[src/rtl/arb_pkg.sv]
package arb_pkg;
  typedef enum logic [1:0] {
    PARK_NONE  = 2'd0,
    PARK_LAST  = 2'd1,
    PARK_FIXED = 2'd2,
    PARK_RSVD  = 2'd3
  } park_mode_e;
endpackage

[src/rtl/mst_addr_decode.sv]
module mst_addr_decode #(
  parameter int          AW   = 32,
  parameter logic [AW-1:0] BASE = '0,
  parameter logic [AW-1:0] MASK = '0
) (
  input  logic [AW-1:0] addr,
  output logic          hit
);
  always_comb hit = ((addr & MASK) == BASE);
endmodule

[src/rtl/rr_pick.sv]
module rr_pick #(
  parameter int N   = 10,
  parameter int IDW = 4
) (
  input  logic [N-1:0]   cand,
  input  logic [IDW-1:0] prev_id,
  output logic           found,
  output logic [IDW-1:0] win_id
);
  // rotate search: prev_id+1, prev_id+2, ... wrapping, prev_id itself last
  always_comb begin
    found  = 1'b0;
    win_id = '0;
    for (int k = 1; k <= N; k++) begin
      int t;
      t = int'(prev_id) + k;
      if (t >= N) t = t - N;
      if (!found && (t < N)) begin
        if (cand[t]) begin
          found  = 1'b1;
          win_id = IDW'(t);
        end
      end
    end
  end
endmodule

[src/rtl/slot_ctr.sv]
module slot_ctr #(
  parameter int SW = 8
) (
  input  logic          clk,
  input  logic          rst,
  input  logic          clear,
  input  logic          step,
  input  logic [SW-1:0] limit,
  output logic          expire
);
  logic [SW-1:0] cnt_q;

  always_ff @(posedge clk) begin
    if (rst)        cnt_q <= '0;
    else if (clear) cnt_q <= '0;
    else if (step)  cnt_q <= cnt_q + 1'b1;
  end

  // the beat that arrives when cnt_q = limit-1 is the last one of the slot
  always_comb expire = (limit != '0) && (cnt_q >= (limit - 1'b1));
endmodule

[src/rtl/rr_slave_arbiter.sv]
module rr_slave_arbiter
  import arb_pkg::*;
#(
  parameter int            N_MST     = 10,
  parameter int            AW        = 32,
  parameter int            SW        = 8,
  parameter logic [AW-1:0] SLV_BASE  = AW'(32'h2000_0000),
  parameter logic [AW-1:0] SLV_MASK  = AW'(32'hF000_0000),
  parameter logic [SW-1:0] DEF_LIMIT = '0,
  localparam int           IDW       = (N_MST > 1) ? $clog2(N_MST) : 1
) (
  input  logic                clk,
  input  logic                rst,
  input  logic [N_MST-1:0]    mst_req,
  input  logic [N_MST*AW-1:0] mst_addr,
  input  logic [N_MST-1:0]    mst_last,
  input  logic                xfer_beat,
  input  logic                cfg_we,
  input  logic [1:0]          cfg_mode,
  input  logic [IDW-1:0]      cfg_fixed,
  input  logic [SW-1:0]       cfg_limit,
  output logic [N_MST-1:0]    mst_gnt,
  output logic                gnt_valid,
  output logic [IDW-1:0]      gnt_id
);
  localparam logic [IDW-1:0] LAST_IDX = IDW'(N_MST - 1);

  // configuration registers
  park_mode_e     mode_q;
  logic [IDW-1:0] fixed_q;
  logic [SW-1:0]  limit_q;

  always_ff @(posedge clk) begin
    if (rst) begin
      mode_q  <= PARK_NONE;
      fixed_q <= '0;
      limit_q <= DEF_LIMIT;
    end else if (cfg_we) begin
      mode_q  <= park_mode_e'(cfg_mode);
      fixed_q <= cfg_fixed;
      limit_q <= cfg_limit;
    end
  end

  // per-master window decode
  logic [N_MST-1:0] hit;
  logic [N_MST-1:0] elig;

  for (genvar g = 0; g < N_MST; g++) begin : g_dec
    mst_addr_decode #(
      .AW  (AW),
      .BASE(SLV_BASE),
      .MASK(SLV_MASK)
    ) u_dec (
      .addr(mst_addr[g*AW +: AW]),
      .hit (hit[g])
    );
  end

  always_comb elig = mst_req & hit;

  // grant state
  logic [N_MST-1:0] gnt_q;
  logic             vld_q;
  logic [IDW-1:0]   own_q;
  logic [IDW-1:0]   prev_q;

  logic           pick_found;
  logic [IDW-1:0] pick_id;

  rr_pick #(
    .N  (N_MST),
    .IDW(IDW)
  ) u_pick (
    .cand   (elig),
    .prev_id(prev_q),
    .found  (pick_found),
    .win_id (pick_id)
  );

  logic own_elig, own_last, slot_done, boundary, keep;

  always_comb begin
    own_elig = vld_q && elig[own_q];
    own_last = mst_last[own_q];
    boundary = own_elig && xfer_beat && (own_last || slot_done);
    keep     = own_elig && !boundary;
  end

  slot_ctr #(
    .SW(SW)
  ) u_slot (
    .clk   (clk),
    .rst   (rst),
    .clear (!keep),
    .step  (keep && xfer_beat),
    .limit (limit_q),
    .expire(slot_done)
  );

  // next grant selection
  logic           nxt_vld;
  logic [IDW-1:0] nxt_id;
  logic           fixed_ok;

  always_comb begin
    fixed_ok = (int'(fixed_q) < N_MST);
    nxt_vld  = 1'b0;
    nxt_id   = '0;
    if (keep) begin
      nxt_vld = 1'b1;
      nxt_id  = own_q;
    end else if (pick_found) begin
      nxt_vld = 1'b1;
      nxt_id  = pick_id;
    end else begin
      unique case (mode_q)
        PARK_LAST: begin
          nxt_vld = 1'b1;
          nxt_id  = prev_q;
        end
        PARK_FIXED: begin
          nxt_vld = fixed_ok;
          nxt_id  = fixed_ok ? fixed_q : '0;
        end
        default: begin
          nxt_vld = 1'b0;
          nxt_id  = '0;
        end
      endcase
    end
  end

  always_ff @(posedge clk) begin
    if (rst) begin
      gnt_q  <= '0;
      vld_q  <= 1'b0;
      own_q  <= '0;
      prev_q <= LAST_IDX;
    end else begin
      vld_q <= nxt_vld;
      own_q <= nxt_id;
      gnt_q <= nxt_vld ? (N_MST'(1) << nxt_id) : '0;
      if (keep)            prev_q <= own_q;
      else if (pick_found) prev_q <= pick_id;
    end
  end

  assign mst_gnt   = gnt_q;
  assign gnt_valid = vld_q;
  assign gnt_id    = own_q;
endmodule

[config.mk]
export PLATFORM = sky130hd
export DESIGN_NAME = rr_slave_arbiter
export DESIGN_NICKNAME = d
export VERILOG_FILES = /design/src/rtl/arb_pkg.sv /design/src/rtl/mst_addr_decode.sv /design/src/rtl/rr_pick.sv /design/src/rtl/slot_ctr.sv /design/src/rtl/rr_slave_arbiter.sv
export SDC_FILE = /design/constraint.sdc
export NUM_CORES = 1
export LEC_CHECK = 0
export BUFFER_PORTS_ARGS = -buffer_cell sky130_fd_sc_hd__buf_2
export CORE_AREA = 2 2 145 147
export DETAILED_ROUTE_END_ITERATION = 8
export DIE_AREA = 0 0 147 149
export PLACE_DENSITY = 0.57
export SYNTH_ARGS = -nofsm -noshare
export SYNTH_HDL_FRONTEND = slang
export SYNTH_SLANG_ARGS = --single-unit
[constraint.sdc]
create_clock -name clk -period 6 [get_ports clk]
set_input_delay 0.3 -clock clk [delete_from_list [all_inputs] [get_ports clk]]
set_output_delay 0.3 -clock clk [all_outputs]
set_load 0.05 [all_outputs]
Word-level counts from Yosys, hierarchy flattened
Index checks and enable logic that the tools add are counted.

cells by class
  $add $sub $neg = 22
  multiply operators = 0
  divide/modulo/power cells = 0
  magnitude comparators = 33
  eq/ne operators = 12
  shift-type cells = 1
  muxes and demuxes = 93
  bitwise operators = 3
  reduce and logical (&&, ||, !) cells = 30

operators with widths
  kind                                                   count
  >= comparator 32 x 5 -> 1 bit (second input constant)  10
  < comparator 32 x 5 -> 1 bit (second input constant)   10
  < comparator 32 x 6 -> 1 bit (second input constant)   10
  two-way mux 32 bit                                     10
  subtractor 32 x 5 -> 32 bit (second input constant)    10
  two-way mux 4 bit                                      25
  binary-select mux 1 bit (select 4 bit)                 12
  two-way mux 1 bit                                      44
  == test 4 x 2 -> 1 bit (second input constant)         10
  adder 4 x 3 -> 5 bit (second input constant)           4
  adder 4 x 4 -> 5 bit (second input constant)           3
  logical AND 1 bit                                      15
  adder 4 x 2 -> 5 bit (second input constant)           2
  AND 10 bit                                             1
  zero test 1 bit                                        10
  left shift 1 x 4 -> 10 bit (first input constant)      1
  adder 8 x 1 -> 8 bit (second input constant)           1
  >= comparator 8 bit                                    1
  one-hot mux 4 bit (2 select lines)                     1
  nonzero test 8 bit                                     1
  subtractor 8 x 1 -> 8 bit (second input constant)      1
  adder 4 x 1 -> 5 bit (second input constant)           1
  < comparator 4 x 5 -> 1 bit (second input constant)    1
  < comparator 4 bit (second input constant)             1
  7 further kinds                                        9

storage, ports and cells
  bits in registers = 41
  latch bits = 0
  bits in writable memories = 0
  memory bits (read-only) = 0
  input bits = 358
  output and inout port bits = 15
  memories kept = 0

Depth between registers and ports, before layout
  word-level depth = 39
  gate-level depth with buffers = 23
  mapped depth without buffers = 17

By module
Synthesis repeated with hierarchy kept, for this count alone.

unflattened totals
  cell total of the unflattened synthesis = 717
  area total of the unflattened synthesis = 5675.4 µm²

modules (own cells, without submodules)
  module            instances  cells an instance  area an instance (µm²)  sequential area each (µm²)
  rr_pick           1          465                3274.4                  0.0
  rr_slave_arbiter  1          167                1627.8                  660.6
  slot_ctr          1          75                 623.1                   160.2
  mst_addr_decode   10         1                  15.0                    0.0

Worst setup path after synthesis
OpenSTA, ideal clock, no wires.

  path type = reg-to-reg
  start point = register prev_q[1]
  end point = register gnt_q[6] (netlist: mst_gnt[6])
  library setup time = 0.087 ns
  data arrival time = 5.112 ns
  data required time = 5.913 ns
  path slack = 0.800 ns
  cell stages (with the launch flop) = 24
  buffers on the path = 6
  cells stage by stage = dfxtp_1 buf_2 buf_2 inv_1 buf_2 ha_1 buf_2 buf_1 o21ai_0 o31a_1 or2_2 ha_1 nand2b_1 mux2_2 nand4_2 and2_4 and4b_4 o31a_1 or4_1 o32ai_2 a221oi_2 or2_1 buf_6 nor4b_2

between the ends
  word-level cells in the longest chain between the ends = 39

ends and longest elaborated chain
  what                                                                                  line                     RTL
  from (decl)                                                                           rr_slave_arbiter.sv:66   logic [IDW-1:0] prev_q;
  from (signal assigned)                                                                rr_slave_arbiter.sv:144  if (keep) prev_q <= own_q;
  from (signal assigned)                                                                rr_slave_arbiter.sv:145  else if (pick_found) prev_q <= pick_id;
  parallel branches: the longest is 39 deep, another holds subtractor 32 x 5 -> 32 bit  -
  to (signal assigned)                                                                  rr_slave_arbiter.sv:143  gnt_q <= nxt_vld ? (N_MST'(1) << nxt_id) : '0;
  to (decl)                                                                             rr_slave_arbiter.sv:63   logic [N_MST-1:0] gnt_q;

Parallel ways; which one is timed is not known. The select of a mux whose other input is x is not followed.
A chain may end at the register's enable or synchronous reset.

Worst setup path after layout
  start point = register prev_q[1]
  end point = register gnt_q[5] (netlist: mst_gnt[5])

Same word-level chain as after synthesis.

==> out/qor.yml <==
clocking:
  cts_tree: "yes"
  clk_path_buf_depth: 2
  cts_buffers: 5
  clock_latency_ns: 0.28
  cts_resized: 0
  post_cts_buffers: 0
  cts.sinks: 41
  hold_buffers: 0
  clkTransAtPathRegs_ns: 0.06
  cts_root_buf: "clkbuf_16"
  h-tree-depth: 2
yosys:
  synth-xor-area-share: 0.04556
  synth_compound_area_frac: 0.2853
  synth_ff_type: "dfxtp_1"
  synth.yosys.seq_area_share: 0.1371
  synth_area_leader_cell: "dfxtp_1"
  avgSynthCellArea_um2: 7.806
  syn_area_um2: 5987
  yosys_warnings: 0
  syn_inst: 767
  synth.area.mux_share: 0.08966
  synth_area_leaders: "dfxtp_1 14%, ha_1 9.4%, mux2i_1 5.0%"
  synthAdderAreaFrac: 0.09739
  syn_nets: 1171
  synthSimpleGateAreaFrac: 0.2884
  synth_top_family_by_area: "simple AND/OR/NAND/NOR gates"
  async_reset_ff_frac: 0
  ys_seq_elements: 41
  synth.distinct_cells: 101
  synth_edf_count: 0
  synth_top_area_frac: 0.1371
global_routing:
  grt_max_degree: 24
  grt.overflow.total: 0
  antenna_found_initial: 0
  first_global_vias: 5646
  grt_first_pass_wirelength_um: 30160
  grt_use_total: 0.1669
placement:
  place.gp.congestion: 0.9757
  dp_hpwl_um: 14870
  dp_slack_ns: 0.8663
  portBuffers: 92
sta:
  setup_viol: 0
  tightestPinTransition_ns: 1.100
  fin_skew_ns: 0.004499
  min_period_over_period: 0.8646
  max_freq_ghz: 0.1928
  setup_ws_ns: 0.8122
  tns_ns: 0
  max-slew-margin-rel: 0.2599
  hold_ws_ns: 0.2497
  maxSlewViolCount: 0
  period_needed_ns: 5.188
  grt_setup_unrepaired: "false"
  hold_violations: 0
layout:
  fillers: 2232
  nets: 1253
  seqCellArea_um2: 820.8
  drive_gt1_frac: 0.2106
  multiInputGateArea_um2: 4827
  area_growth_pct: 15.72
  layout_commonest_cell: "buf_2"
  final_cell_mix: "92 x buf_2, 63 x nor2_1, 48 x nand2_1, 45 x ha_1, 41 x dfxtp_1"
  num_antenna_cells: 0
routing:
  wl_met2_um: 8519
  via_count: 6187
  drc: 0
  wire_per_inst_um: 16.62
  drt-met1-wl_um: 8843
  via_per_inst: 5.500
  postRouteAntennaNets: 0
  met3_length_um: 920
  detail_route.iter0.violations: 389
  routed.top_layer: "met4"
  wirelength_um: 18700
  firstDrtPassIters: 5
run_status:
  status: "finished clean"
power_and_ir_drop:
  p_int_w: 0.001813
  power_frac_seq: 0.086
  p_clk_frac: 0.077
  p_sw_w: 0.002145
  switching_share: 0.5419
  p_leak_nw: 2.817
  pwr-share-comb: 0.837
  peakVddDrop_v: 0.0002505
  power.density_nw_per_um2: 571.3
worst_setup_path:
  worst-setup-path-type: "reg -> reg"
  startpoint_type: "flop"
  crit_fanout: 13
  cp-startpoint: "prev_q[1]"
  required_ns: 6.17
  regToRegStartpoint: "prev_q[1]"
  reg2reg_to: "mst_gnt[5]"
  reg2reg_depth: 17
  cp-end-kind: "flop"
  reg2reg_slack_ns: 0.81
  worstSetupEndpoint: "mst_gnt[5]"
  cp.arrival_ns: 5.36
die:
  core_um2: 20560
  start_util: 0.2912
  die_w_um: 147
  rows: 53
  die-height_um: 149
  pin_count: 373
  dieArea_um2: 21900
run:
  cap_viol_max_count: 0
hold_path:
  hold_path.class: "in -> reg"
==> registers in the layout (all words and copies together) (netlist names) <==
| signal | flops |
|---|---|
| gnt_valid | 1 |
| mst_gnt | 10 |
| fixed_q | 4 |
| prev_q | 4 |
| u_slot.cnt_q | 8 |
| gnt_id | 4 |
| limit_q | 8 |
| mode_q | 2 |
==> cells in the mapped netlist, types with 8 or more instances <==
master and count:
xnor2_1 20, nand2_1 48, inv_1 38, dfxtp_1 41, a31oi_1 9, and2_1 9
or2_2 10, o21ai_0 39, clkbuf_1 14, nand2b_1 28, nor3_1 26, mux2i_1 30
ha_1 45, nor2b_1 20, xor2_1 8, a21oi_1 34, nor4_1 8, nand3_1 23
buf_2 16, o211ai_1 12, nor2_1 63
==> cells by family (layout without fill, tap and decap cells) <==
kind of cell             count (synthesis)  after routing
AND/OR/NAND/NOR                        303            303
flip-flops                              41             41
AO/OA/AOI/OAI                          227            227
multiplexers                            44             44
buffers and inverters                   77            160
adder cells (fa/ha/maj)                 46             46
XOR/XNOR                                29             29
==> worst max-delay path: stages (launching register included) <==
cell and delay [ns]:
dfxtp_1 0.38, buf_4 0.25, ha_1 0.55, a21oi_2 0.10, xnor2_1 0.15, buf_4 0.16
nand2b_1 0.16, ha_1 0.30, and3_1 0.23, a2111oi_2 0.46, o21ai_0 0.15, nand4bb_1 0.21
a31oi_1 0.24, nor4_4 0.51, nand4b_2 0.31, nor3_1 0.25, or2_1 0.33, nor4b_1 0.32
==> metal layers <==
| metal | global-route usage | vias up |
|---|---|---|
| met2 | 0.2678 | 183 |
| met5 | 0 | - |
| met1 | 0.2354 | 2895 |
| met4 | 0.04760 | 0 |
| li1 | - | 3079 |
| met3 | 0.02141 | 30 |
==> through the flow <==
| stage | power, W | utilization | cells | area, um2 |
|---|---|---|---|---|
| 2_1_floorplan | 0.002892 | - | 767 | 5987 |
| 3_3_place_gp | 0.003567 | 0.3287 | 1117 | 6756 |
| 3_5_place_dp | 0.003587 | 0.3287 | 1117 | 6756 |
| 4_1_cts | 0.003914 | 0.3370 | 1125 | 6928 |
| 5_1_grt | 0.004326 | 0.3370 | 1125 | 6928 |
| 6_report | 0.003958 | 0.3370 | 1125 | 6928 |
==> worst min-delay path by stage <==
stage / startpoint / slack, ns / end / depth (start not counted)
after floorplan: rst / 0.40 / prev_q[0] / 1
after global placement: fixed_q[0] / 0.48 / fixed_q[0] / 2
after detailed placement: fixed_q[0] / 0.50 / fixed_q[0] / 2
after CTS: cfg_limit[6] / 0.25 / limit_q[6] / 3
after global routing: cfg_limit[7] / 0.26 / limit_q[7] / 3
final: cfg_limit[2] / 0.25 / limit_q[2] / 3
==> final cells by class <==
cell class                      instances  area share
Clock buffer                            5     0.01806
Clock inverter                          3    0.006682
Inverter                               39     0.02113
Multi-Input combinational cell        649      0.6968
Sequential cell                        41      0.1185
Tap cell                              275     0.04967
Timing Repair Buffer                  113     0.08922
==> power by group through the flow <==
stage / Clock (W) / Sequential, W / Combinational [W]
final: 0.000306 / 0.000340 / 0.00331
after global routing: 0.000327 / 0.000344 / 0.00366
after CTS: 0.000312 / 0.000339 / 0.00326
after detailed placement: 0 / 0.000345 / 0.00324
after global placement: 0 / 0.000344 / 0.00322
after floorplan: 0 / 0.000385 / 0.00251
(Power assumes the default switching activity.)
